==> src/rtl/vlink_pkg.sv <==
// Shared constants for the serial video link frame builder.
// Assumes CRC_POLY holds the low-order terms of a degree-CRC_W polynomial.
package vlink_pkg;
    localparam int CRC_W = 4;
    localparam logic [CRC_W-1:0] CRC_POLY = 4'b0011; // x^4 + x + 1
    localparam logic START_BIT = 1'b1;
    localparam logic STOP_BIT  = 1'b0;
    localparam int SYNC_W = 2;                       // line-valid + frame-valid
endpackage

==> src/rtl/vlink_capture.sv <==
// Pixel-side capture stage. Edge-detects the pixel clock level in the clk
// domain and registers the parallel sample on the selected transition.
// Assumes the parallel inputs are stable in the clk cycle where the chosen
// pix_clk transition is first visible.
module vlink_capture #(
    parameter int PAY_W = 22
) (
    input  logic             clk,
    input  logic             rst_n,
    input  logic             pix_clk,
    input  logic             cap_fall,
    input  logic [PAY_W-1:0] samp_i,
    output logic             vld_o,
    output logic [PAY_W-1:0] samp_o
);
    logic pclk_q;
    logic edge_hit;

    // Select which pixel clock transition triggers a capture.
    always_comb begin
        if (cap_fall) edge_hit = pclk_q & ~pix_clk;
        else          edge_hit = ~pclk_q & pix_clk;
    end

    // Track the previous pixel clock level and register the sample.
    always_ff @(posedge clk) begin
        if (!rst_n) begin
            pclk_q <= 1'b0;
            vld_o  <= 1'b0;
            samp_o <= '0;
        end else begin
            pclk_q <= pix_clk;
            vld_o  <= edge_hit;
            if (edge_hit) samp_o <= samp_i;
        end
    end
endmodule

==> src/rtl/vlink_hold.sv <==
// Single-entry holding register between capture and shifter, with a sticky
// overrun flag. A capture is accepted when the register is empty or is being
// drained by the shifter in the same cycle; otherwise it is dropped.
// Assumes take_i is only raised while full_o is high.
module vlink_hold #(
    parameter int PAY_W = 22
) (
    input  logic             clk,
    input  logic             rst_n,
    input  logic             vld_i,
    input  logic [PAY_W-1:0] samp_i,
    input  logic             take_i,
    input  logic             ovr_clr_i,
    output logic             full_o,
    output logic [PAY_W-1:0] samp_o,
    output logic             ovr_o
);
    logic accept;
    logic drop;

    // Decide whether the incoming sample is stored or lost.
    always_comb begin
        accept = vld_i & (~full_o | take_i);
        drop   = vld_i & full_o & ~take_i;
    end

    // Holding register occupancy and contents.
    always_ff @(posedge clk) begin
        if (!rst_n) begin
            full_o <= 1'b0;
            samp_o <= '0;
        end else begin
            if (accept) begin
                full_o <= 1'b1;
                samp_o <= samp_i;
            end else if (take_i) begin
                full_o <= 1'b0;
            end
        end
    end

    // Sticky overrun flag; a new drop takes precedence over a clear.
    always_ff @(posedge clk) begin
        if (!rst_n)         ovr_o <= 1'b0;
        else if (drop)      ovr_o <= 1'b1;
        else if (ovr_clr_i) ovr_o <= 1'b0;
    end
endmodule

==> src/rtl/vlink_crc.sv <==
// Combinational CRC over the payload in transmit order (bit 0 first),
// MSB-feedback form, initial value zero. Depth grows linearly with PAY_W.
module vlink_crc
    import vlink_pkg::*;
#(
    parameter int PAY_W = 22
) (
    input  logic [PAY_W-1:0] pay_i,
    output logic [CRC_W-1:0] crc_o
);
    logic [CRC_W-1:0] acc;
    logic             fb;

    // Walk the payload one bit at a time through the CRC register.
    always_comb begin
        acc = '0;
        fb  = 1'b0;
        for (int i = 0; i < PAY_W; i++) begin
            fb  = acc[CRC_W-1] ^ pay_i[i];
            acc = {acc[CRC_W-2:0], 1'b0} ^ (fb ? CRC_POLY : '0);
        end
        crc_o = acc;
    end
endmodule

==> src/rtl/vlink_shifter.sv <==
// Frame shifter. Loads a full frame whenever it is idle and a sample waits,
// then shifts one bit right per bit_en, zero-filling, until FRAME_W bits
// are out. The output is always bit 0 of the shift register.
module vlink_shifter #(
    parameter int FRAME_W = 28,
    localparam int CNT_W  = $clog2(FRAME_W)
) (
    input  logic               clk,
    input  logic               rst_n,
    input  logic               bit_en,
    input  logic               ready_i,
    input  logic [FRAME_W-1:0] frame_i,
    output logic               take_o,
    output logic               active_o,
    output logic               ser_o
);
    logic [FRAME_W-1:0] sreg;
    logic [CNT_W-1:0]   cnt;
    logic               last_bit;

    // Load request and end-of-frame detection.
    always_comb begin
        take_o   = ~active_o & ready_i;
        last_bit = (cnt == CNT_W'(FRAME_W - 1));
        ser_o    = sreg[0];
    end

    // Frame load, bit advance and bit counting.
    always_ff @(posedge clk) begin
        if (!rst_n) begin
            sreg     <= '0;
            cnt      <= '0;
            active_o <= 1'b0;
        end else if (take_o) begin
            sreg     <= frame_i;
            cnt      <= '0;
            active_o <= 1'b1;
        end else if (active_o && bit_en) begin
            sreg <= {1'b0, sreg[FRAME_W-1:1]};
            if (last_bit) begin
                cnt      <= '0;
                active_o <= 1'b0;
            end else begin
                cnt <= cnt + 1'b1;
            end
        end
    end
endmodule

==> src/rtl/vlink_framer.sv <==
// Serial video link frame builder top. Captures a parallel pixel sample on
// the selected pixel clock edge, buffers it, appends start bit, CRC and stop
// bit, and shifts the frame out LSB first under a bit-rate enable.
// Assumes pix_clk is slow enough to be sampled cleanly by clk.
module vlink_framer
    import vlink_pkg::*;
#(
    parameter int DATA_W = 14,
    parameter int GPIO_W = 6,
    localparam int PAY_W   = DATA_W + SYNC_W + GPIO_W,
    localparam int FRAME_W = 1 + PAY_W + CRC_W + 1
) (
    input  logic              clk,
    input  logic              rst_n,
    input  logic              pix_clk,
    input  logic              cap_fall,
    input  logic [DATA_W-1:0] pix_data,
    input  logic              line_vld,
    input  logic              frame_vld,
    input  logic [GPIO_W-1:0] gpio_in,
    input  logic              bit_en,
    input  logic              ovr_clr,
    output logic              ser_out,
    output logic              ovr
);
    logic [PAY_W-1:0]   in_samp;
    logic               cap_vld;
    logic [PAY_W-1:0]   cap_samp;
    logic               hold_full;
    logic [PAY_W-1:0]   hold_samp;
    logic               take;
    logic               shift_active;
    logic [CRC_W-1:0]   crc;
    logic [FRAME_W-1:0] frame;

    // Payload in transmit order: data, line-valid, frame-valid, GPIO.
    always_comb in_samp = {gpio_in, frame_vld, line_vld, pix_data};

    // Frame: start bit first, then payload, CRC, stop bit last.
    always_comb frame = {STOP_BIT, crc, hold_samp, START_BIT};

    vlink_capture #(.PAY_W(PAY_W)) u_cap (
        .clk      (clk),
        .rst_n    (rst_n),
        .pix_clk  (pix_clk),
        .cap_fall (cap_fall),
        .samp_i   (in_samp),
        .vld_o    (cap_vld),
        .samp_o   (cap_samp)
    );

    vlink_hold #(.PAY_W(PAY_W)) u_hold (
        .clk       (clk),
        .rst_n     (rst_n),
        .vld_i     (cap_vld),
        .samp_i    (cap_samp),
        .take_i    (take),
        .ovr_clr_i (ovr_clr),
        .full_o    (hold_full),
        .samp_o    (hold_samp),
        .ovr_o     (ovr)
    );

    vlink_crc #(.PAY_W(PAY_W)) u_crc (
        .pay_i (hold_samp),
        .crc_o (crc)
    );

    vlink_shifter #(.FRAME_W(FRAME_W)) u_shift (
        .clk      (clk),
        .rst_n    (rst_n),
        .bit_en   (bit_en),
        .ready_i  (hold_full),
        .frame_i  (frame),
        .take_o   (take),
        .active_o (shift_active),
        .ser_o    (ser_out)
    );
endmodule

==> config.mk <==
export PLATFORM = sky130hd
export DESIGN_NAME = vlink_framer
export DESIGN_NICKNAME = d
export VERILOG_FILES = /design/src/rtl/vlink_pkg.sv /design/src/rtl/vlink_capture.sv /design/src/rtl/vlink_hold.sv /design/src/rtl/vlink_crc.sv /design/src/rtl/vlink_shifter.sv /design/src/rtl/vlink_framer.sv
export SDC_FILE = /design/constraint.sdc
export NUM_CORES = 1
export LEC_CHECK = 0
export BUFFER_PORTS_ARGS = -buffer_cell sky130_fd_sc_hd__buf_2
export CORE_MARGIN = 2
export CORE_UTILIZATION = 23
export CTS_BUF_LIST = sky130_fd_sc_hd__clkbuf_4 sky130_fd_sc_hd__clkbuf_8
export DETAILED_ROUTE_END_ITERATION = 7
export GPL_ROUTABILITY_DRIVEN = 1
export PLACE_DENSITY_LB_ADDON = 0.2
export RECOVER_POWER = 50
export REMOVE_ABC_BUFFERS = 1
export SLEW_MARGIN = 15
export SYNTH_ARGS = -nofsm -noshare
export SYNTH_HDL_FRONTEND = slang
export SYNTH_SLANG_ARGS = --single-unit
==> constraint.sdc <==
create_clock -name clk -period 1.65 [get_ports clk]
set_clock_uncertainty 0.05 [all_clocks]
set_input_delay 0.33 -clock clk [delete_from_list [all_inputs] [get_ports clk]]
set_output_delay 0.33 -clock clk [all_outputs]
set_load 0.01 [all_outputs]
; ---- Word-level counts from Yosys, hierarchy flattened
; Index checks and enable logic that the tools add are counted.
[word_totals]
elab_cells = 106
regBits = 81
out_inout_bits = 2
[op_classes]
mux = 33
addsub = 1
bitwise_logic = 55
n_eq_ne = 1
n_reduce_logical = 7
[ops]
columns = cell, count
row1 = $xor 4x4->4, 20
row2 = $mux 27, 2
row3 = $mux 2, 22
row4 = $xor 1x1->1, 20
row5 = $mux 1, 8
row6 = $reduce_bool 2->1, 4
row7 = $and 1x1->1, 6
row8 = $not 1->1, 6
row9 = $add 5x1->5 const B, 1
row10 = $eq 5x5->1 const B, 1
row11 = $mux 5, 1
row12 = $xor 4x2->4, 1
row13 = $reduce_and 2->1, 1
row14 = $reduce_or 2->1, 1
row15 = $logic_and 1x1->1, 1
row16 = $or 1x1->1, 1
row17 = $xor 1x1->1 const A, 1

; ---- Depth between registers and ports, before layout
[depth]
depth_word = 64
ltp_mapped = 7
ltp_nobuf = 5

; ---- Cells and area by module
; From an unflattened synthesis, not the netlist that was laid out.
[hier_totals]
hier_cells = 423
area_unflattened_um2 = 3854.9
[by_module_without_submodules]
columns = mod, instances, cells_each, area_each_um2
row1 = vlink_shifter, 1, 183, 1447.6
row2 = vlink_hold, 1, 104, 989.7
row3 = vlink_capture, 1, 102, 953.4
row4 = vlink_crc, 1, 32, 456.7
row5 = vlink_framer, 1, 2, 7.5

; ---- Worst setup path after synthesis
; OpenSTA, ideal clock, no wires.
[synth_timing]
path_kind = reg-to-reg
from = reg u_hold.samp_o[10]
to = reg u_shift.sreg[23]
required_time_ns = 1.485
t_arrival_ns = 1.430
path_stages_with_launch = 6
period_less_slack_ns = 1.595
slack_ns = 0.055
cell_sequence = dfxtp_1 -> xnor3_1 -> xor2_1 -> xnor2_1 -> o21ai_0 -> and2_1
[synth_via]
elab_chain_len = 21
word_cells_on_any_way = 25
[synth_lines]
columns = item, line_no
row1 = start: declaration, vlink_hold.sv:15  ; output logic [PAY_W-1:0] samp_o,
row2 = start signal: assignment, vlink_hold.sv:35  ; samp_o <= samp_i;
row3 = $xor 1x1->1 (*), vlink_crc.sv:19  ; fb = acc[CRC_W-1] ^ pay_i[i];
row4 = $mux 2 (*), vlink_crc.sv:20  ; acc = {acc[CRC_W-2:0], 1'b0} ^ (fb ? CRC_POLY : '0);
row5 = $xor 4x4->4 (*) (3 in a row), vlink_crc.sv:20
row6 = $xor 1x1->1 / $xor 4x4->4 (equally long branches), "vlink_crc.sv:19, vlink_crc.sv:20"
row7 = $mux 2 / $xor 1x1->1 (equally long branches), "vlink_crc.sv:20, vlink_crc.sv:19"
row8 = $xor 4x4->4 (*) (4 in a row), vlink_crc.sv:20
row9 = $xor 1x1->1 / $xor 4x4->4 (equally long branches), "vlink_crc.sv:19, vlink_crc.sv:20"
row10 = $mux 2 / $xor 1x1->1 (equally long branches), "vlink_crc.sv:20, vlink_crc.sv:19"
row11 = $xor 4x4->4 (*) (4 in a row), vlink_crc.sv:20
row12 = $xor 1x1->1 (*), vlink_crc.sv:19
row13 = $mux 2 (*), vlink_crc.sv:20
row14 = $xor 4x2->4 (*), vlink_crc.sv:20
row15 = $mux 27 (*), vlink_shifter.sv:34  ; end else if (take_o) begin
row16 = end signal: assignment, vlink_shifter.sv:35  ; sreg <= frame_i;
row17 = end signal: assignment, vlink_shifter.sv:39  ; sreg <= {1'b0, sreg[FRAME_W-1:1]};
row18 = end: declaration, vlink_shifter.sv:17  ; logic [FRAME_W-1:0] sreg;
; Every way passes the cells marked *; elsewhere a longest branch is shown, timed or not.
; A chain may end at the register's enable or synchronous reset.

; ---- Worst setup path in the final report
[layout_timing]
from = reg u_hold.samp_o[17]
to = reg u_shift.sreg[23]
[layout_via]
elab_chain_len = 10
[layout_lines]
columns = item, line_no
row1 = $xor 1x1->1, vlink_crc.sv:19
row2 = $mux 2, vlink_crc.sv:20
row3 = $xor 4x4->4 (4 in a row), vlink_crc.sv:20
row4 = $xor 1x1->1, vlink_crc.sv:19
row5 = $mux 2, vlink_crc.sv:20
row6 = $xor 4x2->4, vlink_crc.sv:20
row7 = $mux 27, vlink_shifter.sv:34
; Every way passes these cells.

==> load_flow_metrics.sql <==
INSERT INTO impl_metrics (metric_group, metric, value, unit) VALUES
('run_status', 'run_status', 'finished clean', ''),
('detailed_routing', 'wirelength_per_cell', '13.7', 'um'),
('power', 'total_leakage_power', '1.46', 'nW'),
('critical_path', 'worst_setup_path_start_kind', 'flop', ''),
('power', 'power.density_cell_area', '932', 'nW/um^2'),
('sta', 'layout_worst_path_cycle_share', '99.2', '%'),
('floorplanning', 'design.portCount', '30', ''),
('sta', 'post-route-worst-setup-slack', '0.0126', 'ns'),
('synthesis', 'synth.avg_cell_area', '9.16', 'um^2'),
('critical_path', 'crit_chain', 'xnor3_1, xor2_2, xnor2_2, o21ai_0, and2_1', ''),
('critical_path', 'timing_worst_setup_path_type', 'reg -> reg', ''),
('grt', 'antenna_found_initial', '0', ''),
('sta', 'number_of_setup_violations_in_the_final_report', '0', ''),
('synthesis', 'synth_warnings', '0', ''),
('clocking', 'tritoncts', 'done', ''),
('cells_and_area', 'layout.filler_cells', '1540', ''),
('grt', 'grt_max_degree', '39', ''),
('clocking', 'clk_root_buffer_cell', 'clkbuf_8', ''),
('power', 'intPower', '0.00295', 'W'),
('clocking', 'clkTransAtPathRegs', '0.08', 'ns'),
('job', 'drv.max_cap_violation_count', '0', ''),
('cells_and_area', 'antenna_cells_inserted', '0', ''),
('power', 'clkPwrFrac', '38.9', '%'),
('grt', 'grt_pass1_vias', '2607', ''),
('worst_hold_path', 'hold_path.class', 'in -> reg', ''),
('sta', 'worst_slew_pin_slew', '0.653', 'ns'),
('clocking', 'clock_path_buffers', '2', ''),
('floorplanning', 'num_rows', '44', ''),
('floorplanning', 'dieArea', '15500', 'um^2'),
('sta', 'timing.max_slew.rel_slack', '56.4', '%'),
('sta', 'drv_slew', '0', ''),
('detailed_routing', 'detail-route-antenna-nets', '0', ''),
('critical_path', 'worst_path_max_delay_cell', 'xnor3_1', ''),
('cells_and_area', 'fin_area', '4140', 'um^2'),
('cells_and_area', 'layout-drive-gt1-share', '20.6', '%'),
('critical_path', 'cp.arrival', '1.85', 'ns'),
('synthesis', 'yosys.cell_types.count', '29', ''),
('critical_path', 'path_buf_inv', '0', ''),
('synthesis', 'leading_area_contributor_after_synthesis', 'dfxtp_1', ''),
('grt', 'grt_first_pass_wirelength', '13.6', 'mm'),
('detailed_routing', 'route.vias.total', '2542', ''),
('floorplanning', 'start_util', '23.2', '%'),
('clocking', 'worst_skew_pair.late_latency', '0.37', 'ns'),
('placed_design', 'globalplace.congestion', '0.764', ''),
('critical_path', 'critical_path_required', '1.86', 'ns'),
('sta', 'post-route-min-period', '1.64', 'ns'),
('critical_path', 'crit_path_max_fanout', '4', ''),
('power', 'netSwitchingFraction', '23.7', '%'),
('power', 'net-switching-power', '0.000917', 'W'),
('cells_and_area', 'layout-area-overhead-vs-synth', '24.2', '%'),
('synthesis', 'ys_seq_area_share', '48.6', '%'),
('floorplanning', 'floorplan.die.width', '124', 'um'),
('cells_and_area', 'nNetsFinal', '432', ''),
('critical_path', 'critical_path.top_delay_family', 'XOR/XNOR gates', ''),
('detailed_routing', 'detailedRoute.firstPassIterationCount', '5', ''),
('synthesis', 'synth.top_cells.by_area', 'dfxtp_1 49%, nand2_1 9.1%, mux2i_1 6.9%', ''),
('clocking', 'cts_num_sinks', '81', ''),
('power', 'comb_power_share', '8.7', '%'),
('cells_and_area', 'fraction_of_the_core_area_covered_by_cells_at_the_end_of_the_flow', '28.8', '%'),
('detailed_routing', 'drcViolationCount', '0', ''),
('grt', 'grt_usage', '11.2', '%'),
('sta', 'total_count_of_hold_check_failures_in_the_final_report', '0', ''),
('placed_design', 'placement_setup_slack', '-0.0468', 'ns'),
('floorplanning', 'floorplan.core_area', '14400', 'um^2'),
('clocking', 'cts_buffers', '9', ''),
('critical_path', 'largest_stage_delay_on_the_critical_path', '0.47', 'ns'),
('placed_design', 'buffer_ports.inserted', '29', ''),
('power', 'power.share.sequential', '52.5', '%'),
('power', 'worst_ir_drop_vdd', '420', 'uV'),
('clocking', 'cts_htree_levels', '3', ''),
('detailed_routing', 'route.detailed.vias_per_inst', '4.29', '');
-- flip-flops by register name, summed over array words and instances, names as in the netlist --
register	flops
u_hold.ovr_o	1
u_cap.vld_o	1
u_hold.samp_o	22
u_cap.pclk_q	1
u_hold.full_o	1
u_shift.active_o	1
u_shift.cnt	5
u_cap.samp_o	22
u_shift.sreg	27
-- cells by family (layout without fill, tap and decap cells) --
kind of cell               Yosys count  count (layout)  synth area share (%)
DFF                                 81              81                  48.6
adders and majority gates            1               1                 0.375
AOI/OAI and AO/OA                   77              77                  15.2
and+or+nand+nor                    126             126                  15.5
buffers and inverters               23              67                  2.66
xor gates and xnor gates            33              33                  10.8
muxes                               23              23                  6.90
-- cell usage after synthesis --
master / count
a21boi_0: 22
a21oi_1: 26
a22oi_1: 23
a31oi_1: 1
and2_0: 1
and2_1: 4
buf_1: 2
buf_2: 2
clkbuf_1: 18
dfxtp_1: 81
ha_1: 1
inv_2: 1
mux2i_1: 23
nand2_1: 81
nand2b_1: 2
nand3_1: 3
nand4_1: 3
nand4b_1: 1
nor2_1: 27
nor2b_1: 3
nor3_1: 1
o211ai_1: 1
o21ai_0: 1
o21ai_1: 2
o221a_2: 1
xnor2_1: 19
xnor3_1: 4
xor2_1: 9
xor3_1: 1
-- power groups by stage --
stage	Sequential, W	Clock, W	Combinational [W]
floorplan	0.00207	0	0.000190
global placement	0.00207	0	0.000331
detailed placement	0.00208	0	0.000333
CTS	0.00203	0.00157	0.000339
global route	0.00203	0.00163	0.000372
finish	0.00203	0.00150	0.000335
-- worst register-to-register path, delay by kind of cell (launching register included) --
kind,cells,cell delay [ns]
xor+xnor,3,0.88
flops,1,0.36
simple gates,1,0.16
compound gates,1,0.09
-- final timing paths --
path	start	to	slack [ns]	cells past startpoint
min reg2reg	u_shift.sreg[22]	u_shift.sreg[22]	0.41	2
max	u_hold.samp_o[17]	u_shift.sreg[23]	0.01	5
min	gpio_in[0]	u_cap.samp_o[16]	0.15	3
max reg2reg	u_hold.samp_o[17]	u_shift.sreg[23]	0.01	5
-- stage by stage --
stage,hold slack (ns),power (W),instances,setup TNS [ns]
2_1_floorplan,0.381,0.00226,342,-30.32
3_3_place_gp,0.394,0.00240,573,-0.00537
6_report,0.148,0.00386,592,0
4_1_cts,0.129,0.00394,589,0
5_1_grt,0.144,0.00404,592,-0.0766
3_5_place_dp,0.399,0.00241,573,-0.0695
-- per-layer routing --
layer / global-route usage, % / vias up / routed length [um]
met1: 14.9 / 1194 / 4050
met3: 2.79 / 11 / 201
met2: 17.0 / 28 / 3730
met5: 0 / - / 0
li1: - / 1309 / -
met4: 5.16 / 0 / 150
-- placed cells by master (no fill, tap or decap), types with 4 or more instances in the layout --
| master | Yosys | final |
|---|---|---|
| buf_2 | 2 | 27 |
| nor2_1 | 27 | 27 |
| buf_12 | 0 | 4 |
| xnor2_1 | 19 | 14 |
| nand2_1 | 81 | 81 |
| a21oi_1 | 26 | 26 |
| a22oi_1 | 23 | 23 |
| dfxtp_1 | 81 | 72 |
| and2_1 | 4 | 4 |
| mux2i_1 | 23 | 23 |
| buf_4 | 0 | 14 |
| a21boi_0 | 22 | 22 |
| clkbuf_8 | 0 | 10 |
| xor2_1 | 9 | 7 |
| clkbuf_4 | 0 | 5 |
| dfxtp_2 | 0 | 7 |
-- final cells by class --
| type | instances | area (um^2) | share of cell area, % |
|---|---|---|---|
| repair buffers | 50 | 347 | 8.36 |
| clock inverters | 3 | 40.0 | 0.966 |
| clock buffers | 13 | 160 | 3.86 |
| inverters | 1 | 3.75 | 0.0906 |
| well taps | 184 | 230 | 5.56 |
| multi-input cells | 260 | 1730 | 41.6 |
| flip-flops and latches | 81 | 1640 | 39.5 |
-- repair_timing --
action | in CTS | in global routing
gates resized for setup | 3 | 20
hold buffers | 0 | 0
endpoints found under the setup margin | 2 | 3
pin swaps | 1 | 12
setup buffers | 0 | 3
Power figures use the tool's default switching activity.
